<file path="config.mk">
export PLATFORM = sky130hd
export DESIGN_NAME = cap_timer_chan
export DESIGN_NICKNAME = d
export VERILOG_FILES = /design/src/rtl/cap_timer_pkg.sv /design/src/rtl/cap_sync_edge.sv /design/src/rtl/cap_counter.sv /design/src/rtl/cap_capture.sv /design/src/rtl/cap_timer_chan.sv
export SDC_FILE = /design/constraint.sdc
export NUM_CORES = 1
export LEC_CHECK = 0
export BUFFER_PORTS_ARGS = -buffer_cell sky130_fd_sc_hd__buf_2
export CORE_ASPECT_RATIO = 1.1
export CORE_UTILIZATION = 50
export CTS_BUF_LIST = sky130_fd_sc_hd__clkbuf_4 sky130_fd_sc_hd__clkbuf_8 sky130_fd_sc_hd__clkbuf_16
export DETAILED_ROUTE_END_ITERATION = 10
export PLACE_DENSITY = 0.79
export SLEW_MARGIN = 20
export SYNTH_ARGS = -nofsm -noshare
export SYNTH_HDL_FRONTEND = slang
export SYNTH_SLANG_ARGS = --single-unit
</file>
<file path="constraint.sdc">
create_clock -name clk -period 2.28 [get_ports clk]
set_clock_uncertainty 0.05 [all_clocks]
set_input_delay 0.228 -clock clk [delete_from_list [all_inputs] [get_ports clk]]
set_output_delay 0.228 -clock clk [all_outputs]
set_load 0.1 [all_outputs]
</file>
<file path="src/rtl/cap_timer_pkg.sv">
package cap_timer_pkg;

  typedef enum logic [1:0] {
    EDGE_NONE = 2'd0,
    EDGE_RISE = 2'd1,
    EDGE_FALL = 2'd2,
    EDGE_BOTH = 2'd3
  } edge_sel_e;

  localparam int MODE_W  = 10;
  localparam int N_FLAGS = 6;

  localparam int FLG_OVF = 0;
  localparam int FLG_OVR = 1;
  localparam int FLG_LDA = 2;
  localparam int FLG_LDB = 3;
  localparam int FLG_RC  = 4;
  localparam int FLG_EXT = 5;

  typedef struct packed {
    logic      dis_on_b;
    logic      stop_on_b;
    logic      rc_trig;
    logic      trig_src_b;
    edge_sel_e trig_edge;
    edge_sel_e b_edge;
    edge_sel_e a_edge;
  } mode_t;

  function automatic logic edge_hit(input logic [1:0] sel, input logic rise, input logic fall);
    case (sel)
      2'd1:    edge_hit = rise;
      2'd2:    edge_hit = fall;
      2'd3:    edge_hit = rise | fall;
      default: edge_hit = 1'b0;
    endcase
  endfunction

endpackage

</file>
<file path="src/rtl/cap_sync_edge.sv">
module cap_sync_edge #(
  parameter int N_PINS = 2,
  parameter int STAGES = 2
) (
  input  logic              clk,
  input  logic              rst,
  input  logic [N_PINS-1:0] pin_in,
  output logic [N_PINS-1:0] rise,
  output logic [N_PINS-1:0] fall
);

  for (genvar i = 0; i < N_PINS; i++) begin : g_pin
    // chain[STAGES-1] is the synchronized level, chain[STAGES] its previous value
    logic [STAGES:0] chain;
    always_ff @(posedge clk) begin
      if (rst) chain <= '0;
      else     chain <= {chain[STAGES-1:0], pin_in[i]};
    end
    assign rise[i] =  chain[STAGES-1] & ~chain[STAGES];
    assign fall[i] = ~chain[STAGES-1] &  chain[STAGES];
  end

endmodule

</file>
<file path="src/rtl/cap_counter.sv">
module cap_counter #(
  parameter int CNT_W = 16
) (
  input  logic             clk,
  input  logic             rst,
  input  logic             tick_en,
  input  logic             cmd_en,
  input  logic             cmd_dis,
  input  logic             clr,
  input  logic             stop_evt,
  input  logic             dis_evt,
  input  logic [CNT_W-1:0] rc_val,
  output logic [CNT_W-1:0] cnt,
  output logic             clk_on,
  output logic             ovf_evt,
  output logic             rc_evt
);

  logic frozen;
  logic counting;

  assign counting = clk_on & ~frozen & tick_en;
  assign rc_evt   = counting & (cnt == rc_val);
  assign ovf_evt  = counting & (&cnt);

  always_ff @(posedge clk) begin
    if (rst) begin
      clk_on <= 1'b0;
    end else if (cmd_dis || dis_evt) begin
      clk_on <= 1'b0;
    end else if (cmd_en) begin
      clk_on <= 1'b1;
    end
  end

  always_ff @(posedge clk) begin
    if (rst) begin
      frozen <= 1'b0;
    end else if (clr || cmd_en) begin
      frozen <= 1'b0;
    end else if (stop_evt) begin
      frozen <= 1'b1;
    end
  end

  always_ff @(posedge clk) begin
    if (rst) begin
      cnt <= '0;
    end else if (clr) begin
      cnt <= '0;
    end else if (counting) begin
      cnt <= cnt + 1'b1;
    end
  end

endmodule

</file>
<file path="src/rtl/cap_capture.sv">
module cap_capture
  import cap_timer_pkg::*;
#(
  parameter int CNT_W = 16
) (
  input  logic               clk,
  input  logic               rst,
  input  logic               a_hit,
  input  logic               b_hit,
  input  logic               rearm,
  input  logic               sts_rd,
  input  logic               ovf_evt,
  input  logic               rc_evt,
  input  logic               ext_evt,
  input  logic [CNT_W-1:0]   cnt,
  output logic [CNT_W-1:0]   ra,
  output logic [CNT_W-1:0]   rb,
  output logic [N_FLAGS-1:0] flags,
  output logic               ld_a,
  output logic               ld_b
);

  logic               arm_b;
  logic [N_FLAGS-1:0] flags_nxt;
  logic               overrun;

  assign ld_a    = a_hit & ~arm_b;
  assign ld_b    = b_hit &  arm_b;
  assign overrun = ~sts_rd & ((ld_a & flags[FLG_LDA]) | (ld_b & flags[FLG_LDB]));

  always_comb begin
    flags_nxt = sts_rd ? '0 : flags;
    if (ovf_evt) flags_nxt[FLG_OVF] = 1'b1;
    if (overrun) flags_nxt[FLG_OVR] = 1'b1;
    if (ld_a)    flags_nxt[FLG_LDA] = 1'b1;
    if (ld_b)    flags_nxt[FLG_LDB] = 1'b1;
    if (rc_evt)  flags_nxt[FLG_RC]  = 1'b1;
    if (ext_evt) flags_nxt[FLG_EXT] = 1'b1;
  end

  always_ff @(posedge clk) begin
    if (rst) begin
      arm_b <= 1'b0;
    end else if (rearm) begin
      arm_b <= 1'b0;
    end else if (ld_a) begin
      arm_b <= 1'b1;
    end else if (ld_b) begin
      arm_b <= 1'b0;
    end
  end

  always_ff @(posedge clk) begin
    if (rst) begin
      ra    <= '0;
      rb    <= '0;
      flags <= '0;
    end else begin
      if (ld_a) ra <= cnt;
      if (ld_b) rb <= cnt;
      flags <= flags_nxt;
    end
  end

endmodule

</file>
<file path="src/rtl/cap_timer_chan.sv">
module cap_timer_chan
  import cap_timer_pkg::*;
#(
  parameter int CNT_W       = 16,
  parameter int SYNC_STAGES = 2
) (
  input  logic               clk,
  input  logic               rst,
  input  logic               tick_en,
  input  logic               cmd_en,
  input  logic               cmd_dis,
  input  logic               cmd_swtrg,
  input  logic               sts_rd,
  input  logic [MODE_W-1:0]  mode_word,
  input  logic               pin_a,
  input  logic               pin_b,
  input  logic [CNT_W-1:0]   rc_val,
  output logic [CNT_W-1:0]   cnt_val,
  output logic [CNT_W-1:0]   ra_val,
  output logic [CNT_W-1:0]   rb_val,
  output logic [N_FLAGS-1:0] flags,
  output logic               clk_on
);

  localparam int PIN_A = 0;
  localparam int PIN_B = 1;

  mode_t      m;
  logic [1:0] p_rise;
  logic [1:0] p_fall;
  logic       a_hit;
  logic       b_hit;
  logic       ext_evt;
  logic       trig_any;
  logic       ld_a;
  logic       ld_b;
  logic       ovf_evt;
  logic       rc_evt;

  assign m = mode_t'(mode_word);

  cap_sync_edge #(
    .N_PINS (2),
    .STAGES (SYNC_STAGES)
  ) u_sync (
    .clk    (clk),
    .rst    (rst),
    .pin_in ({pin_b, pin_a}),
    .rise   (p_rise),
    .fall   (p_fall)
  );

  assign a_hit   = edge_hit(m.a_edge, p_rise[PIN_A], p_fall[PIN_A]);
  assign b_hit   = edge_hit(m.b_edge, p_rise[PIN_A], p_fall[PIN_A]);
  assign ext_evt = m.trig_src_b ? edge_hit(m.trig_edge, p_rise[PIN_B], p_fall[PIN_B])
                                : edge_hit(m.trig_edge, p_rise[PIN_A], p_fall[PIN_A]);
  assign trig_any = cmd_swtrg | ext_evt | (m.rc_trig & rc_evt);

  cap_counter #(
    .CNT_W (CNT_W)
  ) u_cnt (
    .clk      (clk),
    .rst      (rst),
    .tick_en  (tick_en),
    .cmd_en   (cmd_en),
    .cmd_dis  (cmd_dis),
    .clr      (trig_any),
    .stop_evt (ld_b & m.stop_on_b),
    .dis_evt  (ld_b & m.dis_on_b),
    .rc_val   (rc_val),
    .cnt      (cnt_val),
    .clk_on   (clk_on),
    .ovf_evt  (ovf_evt),
    .rc_evt   (rc_evt)
  );

  cap_capture #(
    .CNT_W (CNT_W)
  ) u_cap (
    .clk     (clk),
    .rst     (rst),
    .a_hit   (a_hit),
    .b_hit   (b_hit),
    .rearm   (trig_any),
    .sts_rd  (sts_rd),
    .ovf_evt (ovf_evt),
    .rc_evt  (rc_evt),
    .ext_evt (ext_evt),
    .cnt     (cnt_val),
    .ra      (ra_val),
    .rb      (rb_val),
    .flags   (flags),
    .ld_a    (ld_a),
    .ld_b    (ld_b)
  );

endmodule

</file>
==> Word-level counts from Yosys, hierarchy flattened <==
Cells that the tools add are included.
{ "totals": {"register_bits": 63, "word_cells": 80, "output_inout_bits": 55, "input_bits": 35} }
{ "op_classes": {"add_sub_neg": 1, "n_eq_ne": 10, "n_reduce_logical": 13, "muxes": 14, "bitwise_logic": 28} }
{ "op_table": {"columns": ["op", "n"], "rows": [
  ["adder 16 x 1 -> 16 bit (second input constant)", 1],
  ["AND 1 bit", 16],
  ["== test 16 bit", 1],
  ["AND reduction 16 bit", 1],
  ["nonzero test 2 bit", 7],
  ["== test 2 bit (second input constant)", 6],
  ["case mux 1 bit (3 select lines)", 4],
  ["two-way mux 1 bit", 9],
  ["NOT 1 bit", 7],
  ["== test 2 x 1 -> 1 bit (second input constant)", 3],
  ["two-way mux 6 bit", 1],
  ["OR reduction 2 bit", 3],
  ["OR 1 bit", 5],
  ["logical OR 1 bit", 2]
]} }

==> Longest topological paths before layout <==
{ "depth": {"word_depth": 9, "mapped_depth": 9} }

==> Hierarchy <==
A second synthesis with hierarchy kept.
{ "hier_totals": {"hier_cells": 308, "hier_area_um2": 2683.8} }
{ "by_module_without_submodules": {"columns": ["mod", "cells_per_inst", "n_inst", "area_each_um2"], "rows": [
  ["cap_capture", 164, 1, 1416.4],
  ["cap_counter", 117, 1, 1003.5],
  ["cap_sync_edge", 16, 1, 182.7],
  ["cap_timer_chan", 11, 1, 81.3]
]} }

==> Worst setup path after synthesis <==
Ideal clock, no wire load.
{ "synth_timing": {"path_kind": "register to register", "startpoint": "register u_cnt.cnt[10]", "endpoint": "register u_cnt.cnt[11]", "path_slack_ps": -281, "arrival_ps": 2394, "setup_ps": 117, "stages_incl_launch_ff": 8, "t_required_ps": 2113, "path_cell_list": "dfxtp_1 > buf_6 > xnor2_2 > nand4_1 > or4_4 > o21ai_4 > buf_12 > nor2_2"} }
{ "synth_between": {"elab_chain_cells": 5, "word_cells_on_any_way": 6, "classes_between": "1 x add/sub; 1 x eq/ne; 3 x bitwise; 1 x reduce/logical"} }
{ "synth_rtl": {"columns": ["element", "line", "source"], "rows": [
  ["start, declared", "cap_counter.sv:13", "output logic [CNT_W-1:0] cnt,"],
  ["start signal, assigned", "cap_counter.sv:52", "cnt <= cnt + 1'b1;"],
  ["== test 16 bit", "cap_counter.sv:23", "assign rc_evt = counting & (cnt == rc_val);"],
  ["AND 1 bit", "cap_counter.sv:23", null],
  ["AND 1 bit", "cap_timer_chan.sv:57", "assign trig_any = cmd_swtrg | ext_evt | (m.rc_trig & rc_evt);"],
  ["OR 1 bit", "cap_timer_chan.sv:57", null],
  ["OR reduction 2 bit (no line)", null, null]
]} }
Parallel ways exist; a longest one is shown, timed or not.
A chain may end at the register's enable or synchronous reset.

==> Worst setup path in the final report <==
{ "layout_timing": {"startpoint": "register u_cnt.cnt[3]", "endpoint": "register u_cnt.cnt[0]"} }
{ "layout_between": {"elab_chain_cells": 5} }
{ "layout_rtl": {"columns": ["element", "line"], "rows": [
  ["== test 16 bit", "cap_counter.sv:23"],
  ["AND 1 bit", "cap_counter.sv:23"],
  ["AND 1 bit", "cap_timer_chan.sv:57"],
  ["OR 1 bit", "cap_timer_chan.sv:57"],
  ["OR reduction 2 bit (no line)", null]
]} }
No other way between the ends.

==> results_dict.tcl <==
set metrics [dict create \
    synth_fp_nets 326 \
    cp_slowest_cell "or4_4" \
    synth_top_area_share_pct 45.61 \
    cp.required_ns 2.45 \
    hold_path_class "primary input to flop" \
    cp.arrival_ns 2.10 \
    synth_top_flop_cell "dfxtp_1" \
    synth_top_family_by_area "simple AND/OR/NAND/NOR gates" \
    setup_ws_ns 0.3473 \
    synth_fa_ha_area_share_pct 2.262 \
    grt_pass1_wl_um 10070 \
    synth_xor_area_share_pct 10.36 \
    rows 28 \
    synth_top_cells_by_area "dfxtp_1 (46%), mux2i_1 (13%), nor2_1 (6.7%), xnor2_1 (4.8%), xor2_1 (4.4%)" \
    peakVddDrop_mv 0.3726 \
    slowest_delay_ns 0.57 \
    grt_max_degree 46 \
    drive_gt1_share_pct 37.37 \
    leakage_nw 1.479 \
    die_h_um 80.00 \
    grt-ovfl-total 0 \
    final.period_utilization_pct 84.77 \
    yosysSeqAreaShare_pct 45.61 \
    status "complete, no violations" \
    gp_congestion 0.8328 \
    clock_tree.root_cell "clkbuf_8" \
    cap_violations 0 \
    first_global_vias 2134 \
    clk_pin_slew_ns 0.07 \
    path_cells "xnor2_1 > nand4_1 > or4_4 > o21ai_4 > buf_4 > nor2_1" \
    cp-end-kind "flop" \
    dr_total_vias 2261 \
    powerDensity_nw_per_um2 617.5 \
    place_ws_ns 0.3571 \
    grt_antenna_before_repair 0 \
    cts.sinks 63 \
    synth_simple_gate_area_share_pct 20.41 \
    track_usage_pct 23.07 \
    ctsResizeCount 0 \
    path_buf_inv 1 \
    async_flop_share_pct 0 \
    finalHoldViolCount 0 \
    die-area_um2 5832 \
    io_buffers 89 \
    startpoint_type "flop" \
    synth.cells.most_frequent "dfxtp_1 (63), nor2_1 (49), mux2i_1 (36)" \
    clock_path_buffers 2 \
    yosys.area.top_type "dfxtp_1" \
    final_antenna_net_count 0 \
    synth_compound_area_share_pct 3.620 \
    fin_crit_ns 1.933 \
    slew_viol_final 0 \
    avgRoutedWirePerCell_um 14.02 \
    finalSetupTns_ns 0 \
    maxSlewHeadroom_pct 67.36 \
    setup_viol 0 \
    dr.pass1.iters 4 \
    die_width_um 72.91 \
    drt_iter0_markers 85 \
    synth_mux_area_share_pct 13.03 \
    synth_most_common_cell "dfxtp_1" \
    core_um2 5360 \
    wl_um 6378 \
    fmax_ghz 0.5174 \
    drc 0 \
    crit_type "flop to flop" \
    yosys_warnings 0 \
    cts-hold-fix-buffers 2 \
    synth_area_per_cell_um2 9.668 \
    initial_core_util_pct 51.59 \
    cts_tree "yes" \
    numCtsBuffers 9 \
    ios 90 \
    rsz0062_at_grt "no" \
    tightest_slew_ns 0.4930 \
    ys_ff_latch 63 \
    ys_types 36 \
    htreeDepth 3 \
    final_net_count 415 \
    post-cts-setup-buffers 0 \
    dp_hpwl_um 4459 \
    viasPerCell 4.969 \
    clkLatencyLatePin_ns 0.34 \
    cp_top_family "simple AND/OR/NAND/NOR gates" \
    cp_max_fo 18 \
    synth_edf_count 0 \
    antennaDiodeCount 0 \
    synthCells 286 \
    syn_area_um2 2765 \
    area_growth_syn_to_layout_pct 25.79 \
]
-- routing by layer --
layer | GRT usage (%) | part of all wire (%)
met5 | 0 | 0
met4 | 11.18 | 1.8
met3 | 4.167 | 4.3
met2 | 38.60 | 49
met1 | 28.35 | 45
-- path summary, 6_finish.rpt --
kind	from	end	cells past startpoint	slack, ns
min	cmd_en	u_cnt.frozen$_SDFFE_PP0P_	2	0.02
max reg2reg	u_cnt.cnt[3]$_SDFFE_PP0P_	u_cnt.cnt[0]$_SDFFE_PP0P_	6	0.35
max	u_cnt.cnt[3]$_SDFFE_PP0P_	u_cnt.cnt[0]$_SDFFE_PP0P_	6	0.35
min reg2reg	u_sync.g_pin[1].chain[0]$_SDFF_PP0_	u_sync.g_pin[1].chain[1]$_SDFF_PP0_	1	0.40
-- worst reg2reg max path, delay by kind of cell, from the launching register on --
family | cells | cell delay (ns)
AOI/OAI and AO/OA | 1 | 0.15
xor gates and xnor gates | 1 | 0.15
buffers and inverters | 1 | 0.28
DFF | 1 | 0.41
and+or+nand+nor | 3 | 0.78
-- kinds of logic (layout without fill, tap and decap cells) --
logic type                 count (synthesis)  in the layout
AOI/OAI and AO/OA                         14             14
DFF                                       63             63
muxes                                     36             36
adders and majority gates                  5              5
xor gates and xnor gates                  31             31
and+or+nand+nor                          113            113
buffers and inverters                     24            118
-- layout make-up --
class	count	area, µm²
well taps	75	93.84
fillers	451	1882
multi-input cells	199	1381
inverters	5	18.77
clock inverters	3	17.52
clock buffers	13	166.4
repair buffers	97	523.0
flip-flops and latches	63	1277
-- per-stage QoR --
stage	hold WS (ns)	area, µm²	util (%)	std cells	power [mW]
floorplan	0.2573	2781	-	286	1.227
global placement	0.3450	3274	61.09	437	1.280
detailed placement	0.3505	3274	61.09	437	1.283
CTS	0.003295	3478	64.89	455	2.170
global route	0.01505	3478	64.89	455	2.217
finish	0.01796	3478	64.89	455	2.148
-- state kept, by name (all words and copies together) (netlist names) --
signal and cells:
u_cnt.clk_on 1, u_cap.ra 16, u_cnt.cnt 16, u_cap.flags 6, u_sync.g_pin.chain 6, u_cnt.frozen 1
u_cap.rb 16, u_cap.arm_b 1
-- layout by cell type, fill, tap and decap left out, types with 8 or more instances in the layout --
cell,count
buf_2,89
clkbuf_8,11
dfxtp_1,50
dfxtp_2,13
mux2i_1,36
nand2_1,8
nand3_1,8
nor2_1,49
nor2_2,10
nor2b_1,9
nor3_1,10
xnor2_1,15
xor2_1,14
-- power by group --
part           switching (mW)  internal [mW]  total (mW)
combinational          0.0893         0.0608       0.150
clock                   0.411          0.474       0.885
sequential            0.00444           1.11        1.11
(Power assumes the default switching activity.)
